--- src/rtl/sysctl_pkg.sv ---
package sysctl_pkg;

    localparam int DW = 8;

    typedef enum logic [1:0] {
        SEL_A    = 2'd0,
        SEL_B    = 2'd1,
        SEL_C    = 2'd2,
        SEL_NONE = 2'd3
    } port_sel_e;

    // control byte, bit 7 first
    typedef struct packed {
        logic kbd_clear;   // 7
        logic kbd_clk_rel; // 6
        logic io_chk_n;    // 5
        logic mb_chk_n;    // 4
        logic nib_hi;      // 3
        logic sw2_wide;    // 2
        logic spk_data;    // 1
        logic tmr_gate;    // 0
    } ctl_t;

    typedef struct packed {
        logic       mb_err;
        logic       io_err;
        logic       tmr_mon;
        logic       spk_mon;
        logic [3:0] sw_nib;
    } portc_t;

    typedef enum logic [1:0] {
        RX_IDLE  = 2'd0,
        RX_SHIFT = 2'd1,
        RX_FULL  = 2'd2
    } rx_state_e;

    function automatic logic [3:0] pick_nib(input logic [7:0] sw, input logic hi);
        return hi ? sw[7:4] : sw[3:0];
    endfunction

    function automatic logic [3:0] sw2_nib(input logic [4:0] sw, input logic wide);
        return wide ? sw[3:0] : {3'b111, sw[4]};
    endfunction

endpackage

--- src/rtl/sysctl_ctl_reg.sv ---
module sysctl_ctl_reg
    import sysctl_pkg::*;
(
    input  logic   clk,
    input  logic   rst,
    input  logic   we,
    input  logic [DW-1:0] d,
    output ctl_t   q
);
    always_ff @(posedge clk) begin
        if (rst)
            q <= '0;
        else if (we)
            q <= ctl_t'(d);
    end
endmodule

--- src/rtl/sysctl_kbd_rx.sv ---
module sysctl_kbd_rx
    import sysctl_pkg::*;
#(
    parameter int SYNC_STAGES = 2,
    parameter int NBITS       = DW
) (
    input  logic             clk,
    input  logic             rst,
    input  logic             clear,
    input  logic             kbd_clk_i,
    input  logic             kbd_data_i,
    output logic [NBITS-1:0] byte_q,
    output logic             irq
);
    localparam int CW = (NBITS > 1) ? $clog2(NBITS) : 1;

    logic [SYNC_STAGES:0]   clk_sh;
    logic [SYNC_STAGES-1:0] dat_sh;
    logic                   fall;
    logic                   bit_in;
    rx_state_e              state;
    logic [CW-1:0]          cnt;

    always_ff @(posedge clk) begin
        if (rst) begin
            clk_sh <= '1;
            dat_sh <= '1;
        end else begin
            clk_sh <= {clk_sh[SYNC_STAGES-1:0], kbd_clk_i};
            dat_sh <= {dat_sh[SYNC_STAGES-2:0], kbd_data_i};
        end
    end

    assign fall   = clk_sh[SYNC_STAGES] & ~clk_sh[SYNC_STAGES-1];
    assign bit_in = dat_sh[SYNC_STAGES-1];

    always_ff @(posedge clk) begin
        if (rst || clear) begin
            state  <= RX_IDLE;
            cnt    <= '0;
            byte_q <= '0;
        end else if (fall) begin
            case (state)
                RX_IDLE: begin
                    if (bit_in) begin
                        state <= RX_SHIFT;
                        cnt   <= '0;
                    end
                end
                RX_SHIFT: begin
                    byte_q <= {bit_in, byte_q[NBITS-1:1]};
                    cnt    <= cnt + 1'b1;
                    if (cnt == CW'(NBITS - 1))
                        state <= RX_FULL;
                end
                default: state <= RX_FULL;
            endcase
        end
    end

    assign irq = (state == RX_FULL);
endmodule

--- src/rtl/sysctl_par_latch.sv ---
module sysctl_par_latch (
    input  logic clk,
    input  logic rst,
    input  logic en_n,
    input  logic strobe,
    output logic flag
);
    always_ff @(posedge clk) begin
        if (rst || en_n)
            flag <= 1'b0;
        else if (strobe)
            flag <= 1'b1;
    end
endmodule

--- src/rtl/sysctl_rd_mux.sv ---
module sysctl_rd_mux
    import sysctl_pkg::*;
#(
    parameter bit EARLY_LAYOUT = 1'b0
) (
    input  logic [1:0]    sel,
    input  ctl_t          ctl,
    input  logic [DW-1:0] kbd_byte,
    input  logic [7:0]    sw1,
    input  logic [4:0]    sw2,
    input  logic          tmr2_out,
    input  logic          spkr_mon,
    input  logic          flag_mb,
    input  logic          flag_io,
    output logic [DW-1:0] rd
);
    logic [DW-1:0] port_a;
    portc_t        port_c;

    always_comb begin
        if (EARLY_LAYOUT && ctl.kbd_clear)
            port_a = sw1;
        else
            port_a = kbd_byte;

        port_c.mb_err  = flag_mb;
        port_c.io_err  = flag_io;
        port_c.tmr_mon = tmr2_out;
        port_c.spk_mon = spkr_mon;
        port_c.sw_nib  = EARLY_LAYOUT ? sw2_nib(sw2, ctl.sw2_wide)
                                      : pick_nib(sw1, ctl.nib_hi);
    end

    always_comb begin
        case (port_sel_e'(sel))
            SEL_A:   rd = port_a;
            SEL_B:   rd = ctl;
            SEL_C:   rd = port_c;
            default: rd = '0;
        endcase
    end
endmodule

--- src/rtl/pc_sysctl_port.sv ---
module pc_sysctl_port
    import sysctl_pkg::*;
#(
    parameter bit EARLY_LAYOUT = 1'b0,
    parameter int SYNC_STAGES  = 2
) (
    input  logic       clk,
    input  logic       rst,
    input  logic [1:0] sel,
    input  logic       wr_en,
    input  logic [7:0] wr_data,
    output logic [7:0] rd_data,
    input  logic [7:0] sw1,
    input  logic [4:0] sw2,
    input  logic       tmr2_out,
    input  logic       spkr_mon,
    input  logic       par_err_mb,
    input  logic       par_err_io,
    input  logic       kbd_clk_i,
    input  logic       kbd_data_i,
    output logic       tmr2_gate,
    output logic       spkr_data,
    output logic       kbd_clk_hold,
    output logic       irq1
);
    ctl_t          ctl_q;
    logic [DW-1:0] kbd_byte;
    logic          flag_mb;
    logic          flag_io;
    logic          ctl_we;

    assign ctl_we = wr_en && (port_sel_e'(sel) == SEL_B);

    sysctl_ctl_reg u_ctl (
        .clk (clk),
        .rst (rst),
        .we  (ctl_we),
        .d   (wr_data),
        .q   (ctl_q)
    );

    sysctl_kbd_rx #(.SYNC_STAGES(SYNC_STAGES), .NBITS(DW)) u_rx (
        .clk        (clk),
        .rst        (rst),
        .clear      (ctl_q.kbd_clear),
        .kbd_clk_i  (kbd_clk_i),
        .kbd_data_i (kbd_data_i),
        .byte_q     (kbd_byte),
        .irq        (irq1)
    );

    logic [1:0] par_en_n;
    logic [1:0] par_strobe;
    logic [1:0] par_flag;

    assign par_en_n   = {ctl_q.io_chk_n, ctl_q.mb_chk_n};
    assign par_strobe = {par_err_io, par_err_mb};

    for (genvar g = 0; g < 2; g++) begin : g_par
        sysctl_par_latch u_lat (
            .clk    (clk),
            .rst    (rst),
            .en_n   (par_en_n[g]),
            .strobe (par_strobe[g]),
            .flag   (par_flag[g])
        );
    end

    assign flag_mb = par_flag[0];
    assign flag_io = par_flag[1];

    sysctl_rd_mux #(.EARLY_LAYOUT(EARLY_LAYOUT)) u_mux (
        .sel      (sel),
        .ctl      (ctl_q),
        .kbd_byte (kbd_byte),
        .sw1      (sw1),
        .sw2      (sw2),
        .tmr2_out (tmr2_out),
        .spkr_mon (spkr_mon),
        .flag_mb  (flag_mb),
        .flag_io  (flag_io),
        .rd       (rd_data)
    );

    assign tmr2_gate    = ctl_q.tmr_gate;
    assign spkr_data    = ctl_q.spk_data;
    assign kbd_clk_hold = ~ctl_q.kbd_clk_rel | irq1;
endmodule

--- config.mk ---
export PLATFORM = sky130hd
export DESIGN_NAME = pc_sysctl_port
export DESIGN_NICKNAME = d
export VERILOG_FILES = /design/src/rtl/sysctl_pkg.sv /design/src/rtl/sysctl_ctl_reg.sv /design/src/rtl/sysctl_kbd_rx.sv /design/src/rtl/sysctl_par_latch.sv /design/src/rtl/sysctl_rd_mux.sv /design/src/rtl/pc_sysctl_port.sv
export SDC_FILE = /design/constraint.sdc
export NUM_CORES = 1
export LEC_CHECK = 0
export ABC_CLOCK_PERIOD_IN_PS = 1100
export BUFFER_PORTS_ARGS = -buffer_cell sky130_fd_sc_hd__buf_2
export CORE_MARGIN = 3
export CORE_UTILIZATION = 44
export DETAILED_ROUTE_END_ITERATION = 12
export PLACE_DENSITY = 0.83
export SLEW_MARGIN = 0
export SYNTH_ARGS = -nofsm -noshare
export SYNTH_HDL_FRONTEND = slang
export SYNTH_SLANG_ARGS = --single-unit
--- constraint.sdc ---
create_clock -name clk -period 1.1 [get_ports clk]
set_input_delay 0.055 -clock clk [delete_from_list [all_inputs] [get_ports clk]]
set_output_delay 0.055 -clock clk [all_outputs]
set_load 0.005 [all_outputs]
# Word-level counts from Yosys, hierarchy flattened
# Cells that the tools add are included.
# word_totals
ff_bits,28
input_bits,32
wordCells,44
# op_classes
add_sub_neg,1
eq_ne,7
n_mux,7
bitwise_logic,4
reduce_logical,10
# ops
operator,count
8-bit case mux with 3 select lines,1
3-bit case mux with 2 select lines,1
3-bit AND reduction,2
"2-bit by 1-bit equality test with 1-bit output, second input constant",2
"2-bit equality test, second input constant",2
2-bit logical NOT,2
2-bit two-way mux,2
4-bit two-way mux,1
"2-bit by 1-bit != test with 1-bit output, second input constant",2
2-bit case mux with 2 select lines,1
"3-bit by 1-bit adder with 3-bit output, second input constant",1
"3-bit equality test, second input constant",1
1-bit logical OR,3
3-bit two-way mux,1
1-bit inverter,2
2-bit AND reduction,1
2-bit nonzero test,1
1-bit AND,1
1-bit logical AND,1
1-bit OR,1

# Logic depth before layout (Yosys ltp)
# Gate-level depths: netlist (run 1).
# logic_depth
ltp_word,3
depth_mapped,5

# Modules after synthesis
# Synthesis (run 1) repeated with hierarchy kept, for this count alone.
# hier_totals
cells_unflattened,129
hier_area_um2,1306.3
# by_module_without_submodules
module,n_inst,cells_each,area_per_inst_um2,seq_area_each_um2
sysctl_kbd_rx,1,69,709.4,360.3
sysctl_ctl_reg,1,26,285.3,160.2
sysctl_rd_mux,1,26,229.0,0.0
sysctl_par_latch,2,3,33.8,20.0
pc_sysctl_port,1,2,15.0,0.0

# Worst setup path after synthesis (run 1)
# No wires, ideal clock.
# synth_timing
path_type,reg-to-reg
startpoint,register u_rx.state[1]
endpoint,register u_rx.byte_q[0]
setup_ps,117
arrival_ps,969
required_time_ps,983
slack_ps,14
stages_incl_launch_ff,5
path_buffers,1
synth_period_minus_slack_ps,1086
path_cell_list,dfxtp_1 -> and4bb_1 -> buf_6 -> mux2i_1 -> nor2_1
# synth_via
elab_chain_len,2
# synth_rtl
item,line,rtl
from (decl),sysctl_kbd_rx.sv:21,rx_state_e state;
from (signal assigned),sysctl_kbd_rx.sv:39,state <= RX_IDLE;
from (signal assigned),sysctl_kbd_rx.sv:46,state <= RX_SHIFT;
from (signal assigned),sysctl_kbd_rx.sv:54,state <= RX_FULL;
2-bit by 1-bit equality test with 1-bit output,sysctl_kbd_rx.sv:43,case (state)
2-bit AND reduction (no line),n/a,
to (signal assigned),sysctl_kbd_rx.sv:51,"byte_q <= {bit_in, byte_q[NBITS-1:1]};"
to (decl),sysctl_kbd_rx.sv:12,"output logic [NBITS-1:0] byte_q,"
# No other way between the ends.
# A chain may end at the register's enable or synchronous reset.

# Worst setup path in the final report (run 1)
# layout_timing
startpoint,register u_ctl.q[3] (netlist name)
endpoint,output rd_data[0]
# layout_via
elab_chain_len,2
# layout_rtl
item,line,rtl
from (decl),sysctl_ctl_reg.sv:8,output ctl_t q
from (signal assigned),sysctl_ctl_reg.sv:14,q <= ctl_t'(d);
4-bit two-way mux,sysctl_pkg.sv:39,return hi ? sw[7:4] : sw[3:0];
8-bit case mux with 3 select lines,sysctl_rd_mux.sv:35,case (port_sel_e'(sel))
to (decl),pc_sysctl_port.sv:12,"output logic [7:0] rd_data,"
# No other way between the ends.

==> metrics.md, run 1 <==
| Metric | Value |
|---|---|
| # diodes | `0` |
| Final nets | `231` |
| IO Count | `44` |
| Final worst-path cycle share | `1.12` |
| Register-to-Register Path Depth | `4` |
| Worst-path maximum fanout | `5` |
| Die height | `59.8 µm` |
| Largest net degree at the start of global routing | `16` |
| Pwr Density | `between 900 and 1000 mW/mm²` |
| Share of layout cells above drive strength 1 | `0.429` |
| Vias in the first global route | `approximately 1200` |
| Worst hold stages | `3` |
| Clock Skews | `approximately 0.012 ns` |
| Vias per cell | `5.27` |
| Crit-path slowest cell | `dfxtp_4` |
| Status | `complete, but fails checks` |
| TritonCTS clock tree | `done` |
| Most frequent cells in the layout | `buf_2 (37), mux2i_1 (28), nor2_1 (22), dfxtp_2 (13)` |
| Worst Setup Path Type | `reg -> out` |
| Area grow syn2layout | `46.9%` |
| Dpl hpwl | `2230 µm` |
| Dpl cells | `~200` |
| Fin cells | `226` |
| Yosys cell types | `23` |
| Worst path required time | `roughly 1.0 ns` |
| Sequential-to-total area share from yosys stat | `0.441` |
| Achievable Freq | `808 MHz` |
| Vias | `~1200` |
| Tmin final | `approximately 1.2 ns` |
| Avg Cell Area, Syn | `between 9 and 10 µm²` |
| Drt wl/cell | `14.2 µm` |
| GR Util All Layers | `0.181` |
| Worst-path clk slew | `approximately 0.15 ns` |
| Grt total ovfl | `0` |
| Stages on the worst setup path | `3` |
| # rows | `18` |
| Hold Violations, Final | `0` |
| Maximum clock insertion buffer count | `2` |
| Slew headroom | `0.761` |
| Commonest non-fill, non-tap cell in the layout | `buf_2` |
| Peak supply drop | `around 0.83 mV` |
| Worst slew pin tran | `~0.36 ns` |
| Static Leak | `around 0.84 nW` |
| Violated checks | `setup timing` |
| Crit. End Element | `output pin` |
| Port buffer count | `38` |
| # DRC | `0` |
| Critical Path AT | `1.18 ns` |
| Total CTS buffers | `3` |
| Hold_sp | `par_err_io` |
| Setup ws final | `-0.137 ns` |
| Worst-Skew Late Latency | `0.33 ns` |
| Pre-CTS setup slack | `-0.117 ns` |
| Max-cap violations | `0` |
| Core ar. | `between 0.002 and 0.003 mm²` |
| CP startpoint kind | `register` |
| Worst hold path type | `in -> reg` |
| Synth Instances | `135` |
| Hold WS | `0.0439 ns` |
| Die area | `0.00357 mm²` |
| CTS H-Tree Depth | `1` |
| Post-Syn Area | `between 0.001 and 0.0015 mm²` |
| Syn. warnings | `0` |
| CTS root buffer | `clkbuf_4` |
| CP startpoint | `u_ctl.q[3]` |
| RSZ-0062 raised after global routing | `yes` |
| Gpl congestion | `0.765` |
| Mapped Nets | `between 150 and 200` |
| Pins Over Slew Limit | `0` |
| CP max stage delay | `0.41 ns` |
| Initial antenna violation count | `0` |
| Die width | `approximately 60 µm` |
| Setup violators final | `19` |
| Drt pass-1 iters | `4` |
| Initial Util | `0.487` |
| Clock Sinks | `28` |
| Post-route ant nets | `0` |
| Top cell family by delay on the critical path | `flip-flops` |
| Setup slack, reg-to-reg | `-0.12 ns` |
| First-pass GRT wire length | `approximately 4900 µm` |
| Initial DRC Count | `27` |
| Reg-to-Reg Start | `u_rx.clk_sh[1]` |
| Yosys reg bits | `28` |
| Power after layout | `0.00186 W` |
| Post-Route WL | `approximately 3200 µm` |
| Crit-path cells | `mux2i_1, o22ai_1, buf_2` |
| Worst Path Buf+Inv | `1` |
==> per-layer routing <==
| layer | part of all wire | up-vias | track usage |
|---|---|---|---|
| li1 | - | 586 | - |
| met1 | 0.40 | 564 | 0.176 |
| met2 | 0.54 | 35 | 0.367 |
| met3 | 0.046 | 6 | 0.0346 |
| met4 | 0.013 | 0 | 0.0601 |
| met5 | 0 | - | 0 |
==> timing repair <==
item	4_1_cts	5_1_grt
hold buffers	11	0
pin swaps	3	5
resized for setup	24	13
endpoints found under the hold margin	11	0
cloned	0	0
setup endpoints to repair	21	23
buffers inserted	3	3
==> path summary, 6_finish.rpt <==
path / end
hold / removal: g_par[1].u_lat.flag
setup reg to reg: u_rx.byte_q[7]
hold reg to reg: u_rx.clk_sh[1]
setup / recovery: rd_data[0]
==> stage by stage <==
stage / util / TNS (ns) / instance area, µm²
floorplan: - / 0 / 1270
global placement: 0.591 / -0.00516 / 1550
detailed placement: 0.591 / -0.675 / 1550
CTS: 0.690 / -1.16 / 1800
global route: 0.715 / -2.56 / 1870
finish: 0.715 / -1.50 / 1870
==> synth_stat cells, drive strengths merged <==
cell,number,area [µm²]
nand2b,4,25.0
a21oi,3,15.0
inv,1,3.75
or2,6,37.5
buf,4,26.3
nor4b,1,15.0
o21ai,4,20.0
nor3,3,20.0
nand3,1,5.00
nor3b,1,7.51
mux2i,29,290
ha,2,25.0
and4bb,1,12.5
nand2,9,33.8
dfxtp,28,561
a31oi,2,12.5
nand3b,1,7.51
nor2b,5,31.3
o22ai,4,25.0
clkbuf,4,15.0
nor2,22,82.6
==> registers in the layout, indices dropped and copies added, names as in the netlist <==
signal / cells
u_rx.cnt: 3
u_ctl.q: 8
g_par.u_lat.flag: 2
u_rx.clk_sh: 3
u_rx.byte_q: 8
u_rx.state: 2
u_rx.dat_sh: 2
==> power by group <==
| group | switching, W | total [W] | internal [W] | leakage [nW] |
|---|---|---|---|---|
| combinational | 0.000132 | 0.000302 | 0.000170 | 0.582 |
| sequential | 0.0000239 | 0.00107 | 0.00104 | 0.235 |
| clock | 0.000294 | 0.000497 | 0.000203 | 0.0210 |
| total | 0.000450 | 0.00186 | 0.00141 | 0.838 |
==> worst register-to-register path, stage by stage, from the launching register on <==
cell      delay (ns)
dfxtp_2         0.36
and4bb_1        0.32
buf_12          0.15
mux2i_4         0.21
nor2_1          0.06
==> area by class of cell <==
cell class              instances  area, µm²
well taps                      30       37.5
multi-input cells              98        752
flip-flops and latches         28        588
fillers                       196        744
inverters                       1       3.75
clock buffers                   4       36.3
repair buffers                 65        450
==> logic make-up after synthesis <==
logic type                 share of synthesized area
buffers and inverters                         0.0354
DFF                                            0.441
AOI/OAI and AO/OA                             0.0571
muxes                                          0.228
and+or+nand+nor                                0.218
adders and majority gates                     0.0197
Power figures use the tool's default switching activity.
==> inputs of run 2 (changes only) <==
--- a/config.mk
+++ b/config.mk
@@ -7,10 +7,12 @@
 export LEC_CHECK = 0
 export ABC_CLOCK_PERIOD_IN_PS = 1100
 export BUFFER_PORTS_ARGS = -buffer_cell sky130_fd_sc_hd__buf_2
+export CELL_PAD_IN_SITES_DETAIL_PLACEMENT = 1
+export CELL_PAD_IN_SITES_GLOBAL_PLACEMENT = 1
 export CORE_MARGIN = 3
-export CORE_UTILIZATION = 44
+export CORE_UTILIZATION = 32
 export DETAILED_ROUTE_END_ITERATION = 12
-export PLACE_DENSITY = 0.83
+export PLACE_DENSITY = 0.82
 export SLEW_MARGIN = 0
 export SYNTH_ARGS = -nofsm -noshare
 export SYNTH_HDL_FRONTEND = slang
==> run 2 against run 1 <==
The flow still finishes with violations (setup timing). Sequential cell count unchanged. Wire length increased by 5.5%. Combinational power about the same. Clock skew down 0.0096 ns. Cell count is 4.4% higher. Maximum frequency grew 3.8%. Via count fell by 3.9%. Clock power grew 26%. Sequential share of layout area increased by 0.56 points. Sequential power barely moved. Critical endpoint is now u_rx.byte_q[7].
==> metrics.md, run 2 (synthesized netlist as in run 1, its figures left out) <==
| Metric | Value |
|---|---|
| Post-route ant nets | `0 (unchanged)` |
| Drt pass-1 iters | `4 (unchanged)` |
| # DRC | `0 (unchanged)` |
| Initial Util | `0.340 (-0.147)` |
| Dpl cells | `223 (+8.8%)` |
| Placed Area | `0.00157 mm² (+1.5%)` |
| Register area | `587 µm² (-0.21%)` |
| CTS root buffer | `clkbuf_8` |
| Total CTS buffers | `3 (unchanged)` |
| Worst-path maximum fanout | `8 (+3)` |
| CTS H-Tree Depth | `1 (unchanged)` |
| Top flop regs | `u_ctl.q (8), u_rx.byte_q (8)` |
| # diodes | `0 (unchanged)` |
| Share of layout cells above drive strength 1 | `0.463 (+0.0342)` |
| Worst Setup Path Type | `reg -> reg` |
| Violated checks | `setup timing` |
| Achievable Freq | `839 MHz (+3.8%)` |
| GR Util All Layers | `0.135 (-0.0452)` |
| Largest net degree at the start of global routing | `16 (unchanged)` |
| Fin cells | `236 (+4.4%)` |
| Worst path required time | `1.26 ns (+0.22 ns)` |
| Critical Path AT | `1.35 ns (+0.17 ns)` |
| Die height | `69.0 µm (+16%)` |
| Static Leak | `0.804 nW (-4.0%)` |
| Peak supply drop | `0.393 mV (-53%)` |
| Crit. End Element | `register` |
| Die width | `69.0 µm (+16%)` |
| Vias | `1144 (-3.9%)` |
| CP startpoint kind | `register` |
| Worst-Skew Late Latency | `0.27 ns (-0.06 ns)` |
| Most frequent cells in the layout | `buf_2 (37), mux2i_1 (27), nor2_1 (22), buf_4 (14), dfxtp_1 (13)` |
| Commonest non-fill, non-tap cell in the layout | `buf_2` |
| Slew headroom | `0.748 (-0.0132)` |
| Die area | `0.00477 mm² (+33%)` |
| Final Cell Area | `0.00183 mm² (-1.9%)` |
| Post-Route WL | `3380 µm (+5.5%)` |
| Setup ws final | `-0.0922 ns (+0.0451 ns)` |
| TritonCTS clock tree | `done` |
| Filler cell count | `447 (+130%)` |
| Core ar. | `0.00374 mm² (+43%)` |
| Max-cap violations | `0 (unchanged)` |
| Dpl hpwl | `2580 µm (+16%)` |
| Worst slew pin tran | `0.379 ns (+0.0197 ns)` |
| Grt total ovfl | `0 (unchanged)` |
| Area grow syn2layout | `44.1%` |
| Footprint of the multi-input gates | `762 µm² (+1.3%)` |
| Tmin final | `1.19 ns (-0.0451 ns)` |
| Clock Skews | `0.00198 ns (-0.00956 ns)` |
| Gpl congestion | `0.831 (+8.7%)` |
| Final worst-path cycle share | `1.08 (-0.0410)` |
| Status | `complete, but fails checks` |
| Hold Violations, Final | `0 (unchanged)` |
| Initial DRC Count | `17 (-37%)` |
| First-pass GRT wire length | `5320 µm (+9.5%)` |
| Port buffer count | `38 (unchanged)` |
| Worst hold path type | `in -> reg` |
| IO Count | `44 (unchanged)` |
| Clock Sinks | `28 (unchanged)` |
| Drt wl/cell | `14.3 µm (+1.0%)` |
| Worst-path clk slew | `0.09 ns (-0.06 ns)` |
| Final nets | `223 (-3.5%)` |
| Vias in the first global route | `1127 (-7.1%)` |
| Initial antenna violation count | `0 (unchanged)` |
| Maximum clock insertion buffer count | `2 (unchanged)` |
| RSZ-0062 raised after global routing | `yes` |
| Setup violators final | `14 (-5)` |
| # rows | `22 (+4)` |
| Pwr Density | `1090 mW/mm² (+8.7%)` |
| Pins Over Slew Limit | `0 (unchanged)` |
| Vias per cell | `4.85 (-8.0%)` |
-- run 2: changes by cell type in the layout (fill, tap and decap cells not counted), moves of 2 or more --
cell	before	now
buf_4	12	14
clkbuf_4	3	0
mux2i_2	0	2
a21oi_1	3	1
dlygate4sd3_1	11	2
a21oi_2	0	2
clkbuf_8	1	4
-- run 2: layout make-up --
type                       instances  share of cell area
clock buffer                       4              0.0301
inverter                           1             0.00205
multi-input combinational         98               0.416
sequential                        28               0.320
tap                               48              0.0328
timing repair buffer              57               0.199
-- run 2: timing repair --
item                       in CTS  in global routing
buffers inserted                3                  4
hold buffers                    2                  0
setup endpoints to repair      19                 22
hold endpoints to repair        2                  0
gates resized for setup        26                 14
pin swaps                       4                  6
-- run 2: worst paths after layout --
kind	from	end	slack, ns	cells after the start
min reg2reg	u_rx.dat_sh[0]	u_rx.dat_sh[1]	0.42	1
min	wr_data[3]	u_ctl.q[3]	0.01	3
max	u_rx.state[1]	u_rx.byte_q[7]	-0.09	4
max reg2reg	u_rx.state[1]	u_rx.byte_q[7]	-0.09	4
-- run 2: metal layers --
metal	GRT usage	wire length, µm
met2	0.244	1760
met5	0	0
met1	0.155	1400
met3	0.0321	193
met4	0.0456	36
-- run 2: report_power, final --
group | total [W] | internal [W] | switching [W]
logic | 0.000300 | 0.000162 | 0.000139
clock network | 0.000625 | 0.000321 | 0.000304
registers | 0.00106 | 0.00104 | 0.0000225
-- run 2: critical path: stages (launching register included) --
cell	delay [ns]
dfxtp_2	0.34
and4bb_1	0.31
buf_12	0.15
mux2i_1	0.22
nor2_1	0.06
-- run 2: stage by stage --
step	util	setup slack, ns	total power, W	hold slack [ns]	setup TNS, ns
after floorplan	-	0.0139	0.00122	0.152	0
after global placement	0.419	-0.00555	0.00132	0.232	-0.0265
after detailed placement	0.419	-0.296	0.00134	0.237	-0.877
after CTS	0.470	-0.0800	0.00200	0.00978	-0.770
after global routing	0.489	-0.159	0.00210	0.0209	-1.79
final	0.489	-0.0922	0.00199	0.0127	-0.805
==> inputs of run 3 (changes only) <==
--- a/config.mk
+++ b/config.mk
@@ -13,6 +13,7 @@
 export CORE_UTILIZATION = 32
 export DETAILED_ROUTE_END_ITERATION = 12
 export PLACE_DENSITY = 0.82
+export SETUP_SLACK_MARGIN = 0.3
 export SLEW_MARGIN = 0
 export SYNTH_ARGS = -nofsm -noshare
 export SYNTH_HDL_FRONTEND = slang
==> run 3 against run 2 <==
The run still ends with setup timing left. Sequential power about the same. Register-to-register slack about the same. Maximum frequency down 3.4%. Sequential share of layout area down 0.30 points. Utilization up 0.47 points. Clock skew up 0.0023 ns. Clock-buffer cell count unchanged. Critical path depth up 1. Sequential cell count unchanged. Critical path type is now reg -> out. Largest cell class unchanged. Highest routed layer unchanged.
==> metrics.md, run 3 (synthesized netlist as in run 1, its figures left out) <==
| Metric | Value |
|---|---|
| Worst Setup Path Type | `reg -> out` |
| Initial DRC Count | `14 (-3)` |
| CP startpoint kind | `register` |
| Peak supply drop | `0.419 mV (+6.6%)` |
| Crit. End Element | `output pin` |
| Die width | `69.0 µm (unchanged)` |
| Final nets | `225 (+0.90%)` |
| Achievable Freq | `810 MHz (-3.4%)` |
| Clock Skews | `0.00424 ns (+0.00227 ns)` |
| CTS H-Tree Depth | `1 (unchanged)` |
| Fin cells | `238 (+0.85%)` |
| Worst path required time | `1.04 ns (-0.22 ns)` |
| Final worst-path cycle share | `1.12 (+0.0380)` |
| Initial Util | `0.340 (unchanged)` |
| Drt wl/cell | `13.9 µm (-2.9%)` |
| CP startpoint | `u_rx.state[1]` |
| Setup violators final | `18 (+4)` |
| Top flop regs | `u_ctl.q (8), u_rx.byte_q (8)` |
| Core ar. | `0.00374 mm² (unchanged)` |
| Reg-to-Reg Start | `u_rx.state[1]` |
| Placed Area | `0.00158 mm² (+0.48%)` |
| Worst-path maximum fanout | `2 (-6)` |
| Vias | `1149 (+0.44%)` |
| Most frequent cells in the layout | `buf_2 (35), mux2i_1 (26), nor2_1 (22), dfxtp_2 (15), buf_4 (14)` |
| Pwr Density | `1060 mW/mm² (-1.9%)` |
| # diodes | `0 (unchanged)` |
| # rows | `22 (unchanged)` |
| Slew headroom | `0.760 (+0.0122)` |
| Hold WS | `0.0140 ns (+0.00132 ns)` |
| Gpl congestion | `0.794 (-4.5%)` |
| Share of layout cells above drive strength 1 | `0.468 (+0.00566)` |
| Maximum clock insertion buffer count | `2 (unchanged)` |
| Final Cell Area | `0.00185 mm² (+0.96%)` |
| RSZ-0062 raised after global routing | `yes` |
| Initial antenna violation count | `0 (unchanged)` |
| Violated checks | `setup timing` |
| Dpl cells | `223 (unchanged)` |
| Worst hold path type | `in -> reg` |
| Post-route ant nets | `0 (unchanged)` |
| Worst-Skew Late Latency | `0.27 ns (about the same)` |
| Drt pass-1 iters | `4 (unchanged)` |
| Clock Sinks | `28 (unchanged)` |
| Pins Over Slew Limit | `0 (unchanged)` |
| Port buffer count | `38 (unchanged)` |
| CTS root buffer | `clkbuf_8` |
| Worst-path clk slew | `0.09 ns (about the same)` |
| Status | `complete, but fails checks` |
| TritonCTS clock tree | `done` |
| Setup ws final | `-0.134 ns (-0.0418 ns)` |
| Max-cap violations | `0 (unchanged)` |
| Die height | `69.0 µm (unchanged)` |
| Worst slew pin tran | `0.359 ns (-0.0191 ns)` |
| Static Leak | `0.817 nW (+1.6%)` |
| Setup slack, reg-to-reg | `-0.10 ns (about the same)` |
| R2R Path End | `u_rx.byte_q[4]` |
| Die area | `0.00477 mm² (unchanged)` |
| Vias in the first global route | `1251 (+11%)` |
| Commonest non-fill, non-tap cell in the layout | `buf_2` |
| Hold Violations, Final | `0 (unchanged)` |
| Critical Path AT | `1.18 ns (-0.17 ns)` |
| # DRC | `0 (unchanged)` |
| Vias per cell | `4.83 (-0.41%)` |
| Setup crit end | `kbd_clk_hold` |
| IO Count | `44 (unchanged)` |
| Register-to-Register Path Depth | `4 (unchanged)` |
| Dpl hpwl | `2460 µm (-4.5%)` |
| Tmin final | `1.23 ns (+0.0418 ns)` |
| Post-Route WL | `3320 µm (-2.0%)` |
| Grt total ovfl | `0 (unchanged)` |
| GR Util All Layers | `0.144 (+0.00827)` |
| Final Util | `0.494 (+0.00468)` |
| Area grow syn2layout | `45.5%` |
| Total CTS buffers | `3 (unchanged)` |
| First-pass GRT wire length | `5660 µm (+6.5%)` |
| Largest net degree at the start of global routing | `16 (unchanged)` |
| Power after layout | `0.00197 W (-0.99%)` |
-- run 3: cell types whose count changed in the layout (fill, tap and decap cells not counted), sizes merged --
| cell | previous run | this run |
|---|---|---|
| buf | 55 | 57 |
-- run 3: per-layer routing --
metal	global-route usage	vias up	wire [µm]
met5	0	-	0
met2	0.267	39	1760
met1	0.160	537	1330
met4	0.0390	0	39
li1	-	569	-
met3	0.0364	4	180
-- run 3: worst min-delay path by stage --
stage          startpoint             end  slack (ns)  cells after the start
2_1_floorplan   kbd_clk_i  u_rx.clk_sh[0]        0.15                      1
3_3_place_gp    kbd_clk_i  u_rx.clk_sh[0]        0.23                      2
3_5_place_dp   kbd_data_i  u_rx.dat_sh[0]        0.24                      2
4_1_cts        wr_data[3]      u_ctl.q[3]        0.01                      3
5_1_grt        wr_data[1]      u_ctl.q[1]        0.02                      3
6_report       wr_data[3]      u_ctl.q[3]        0.01                      3
-- run 3: worst max-delay path, cell delays in order, from the launching register on --
cell      delay (ns)
dfxtp_2         0.34
buf_6           0.11
buf_6           0.10
nor2b_4         0.12
nand2b_4        0.13
buf_6           0.11
-- run 3: layout make-up --
| type | instances | area, µm² |
|---|---|---|
| Clock buffer | 4 | 55.1 |
| Fill cell | 447 | 1890 |
| Sequential cell | 28 | 587 |
| Inverter | 1 | 3.75 |
| Tap cell | 48 | 60.1 |
| Timing Repair Buffer | 59 | 399 |
| Multi-Input combinational cell | 98 | 744 |
-- run 3: timing repair --
item	in CTS	in global routing
hold buffers	2	0
pin swaps	8	2
endpoints found under the hold margin	2	0
setup buffers	8	1
setup endpoints to repair	25	26
gates resized for setup	31	5
-- run 3: through the flow --
| step | setup slack [ns] | TNS, ns |
|---|---|---|
| 2_1_floorplan | 0.0226 | 0 |
| 3_3_place_gp | 0.00524 | 0 |
| 3_5_place_dp | -0.0695 | -0.334 |
| 4_1_cts | -0.131 | -0.877 |
| 5_1_grt | -0.177 | -2.10 |
| 6_report | -0.134 | -1.08 |
-- run 3: power by group --
| part | total (W) | internal [W] | leakage, nW | switching (W) |
|---|---|---|---|---|
| clock | 0.000620 | 0.000320 | 0.0288 | 0.000300 |
| sequential | 0.00107 | 0.00104 | 0.235 | 0.0000236 |
| combinational | 0.000281 | 0.000155 | 0.553 | 0.000127 |
| total | 0.00197 | 0.00152 | 0.817 | 0.000451 |
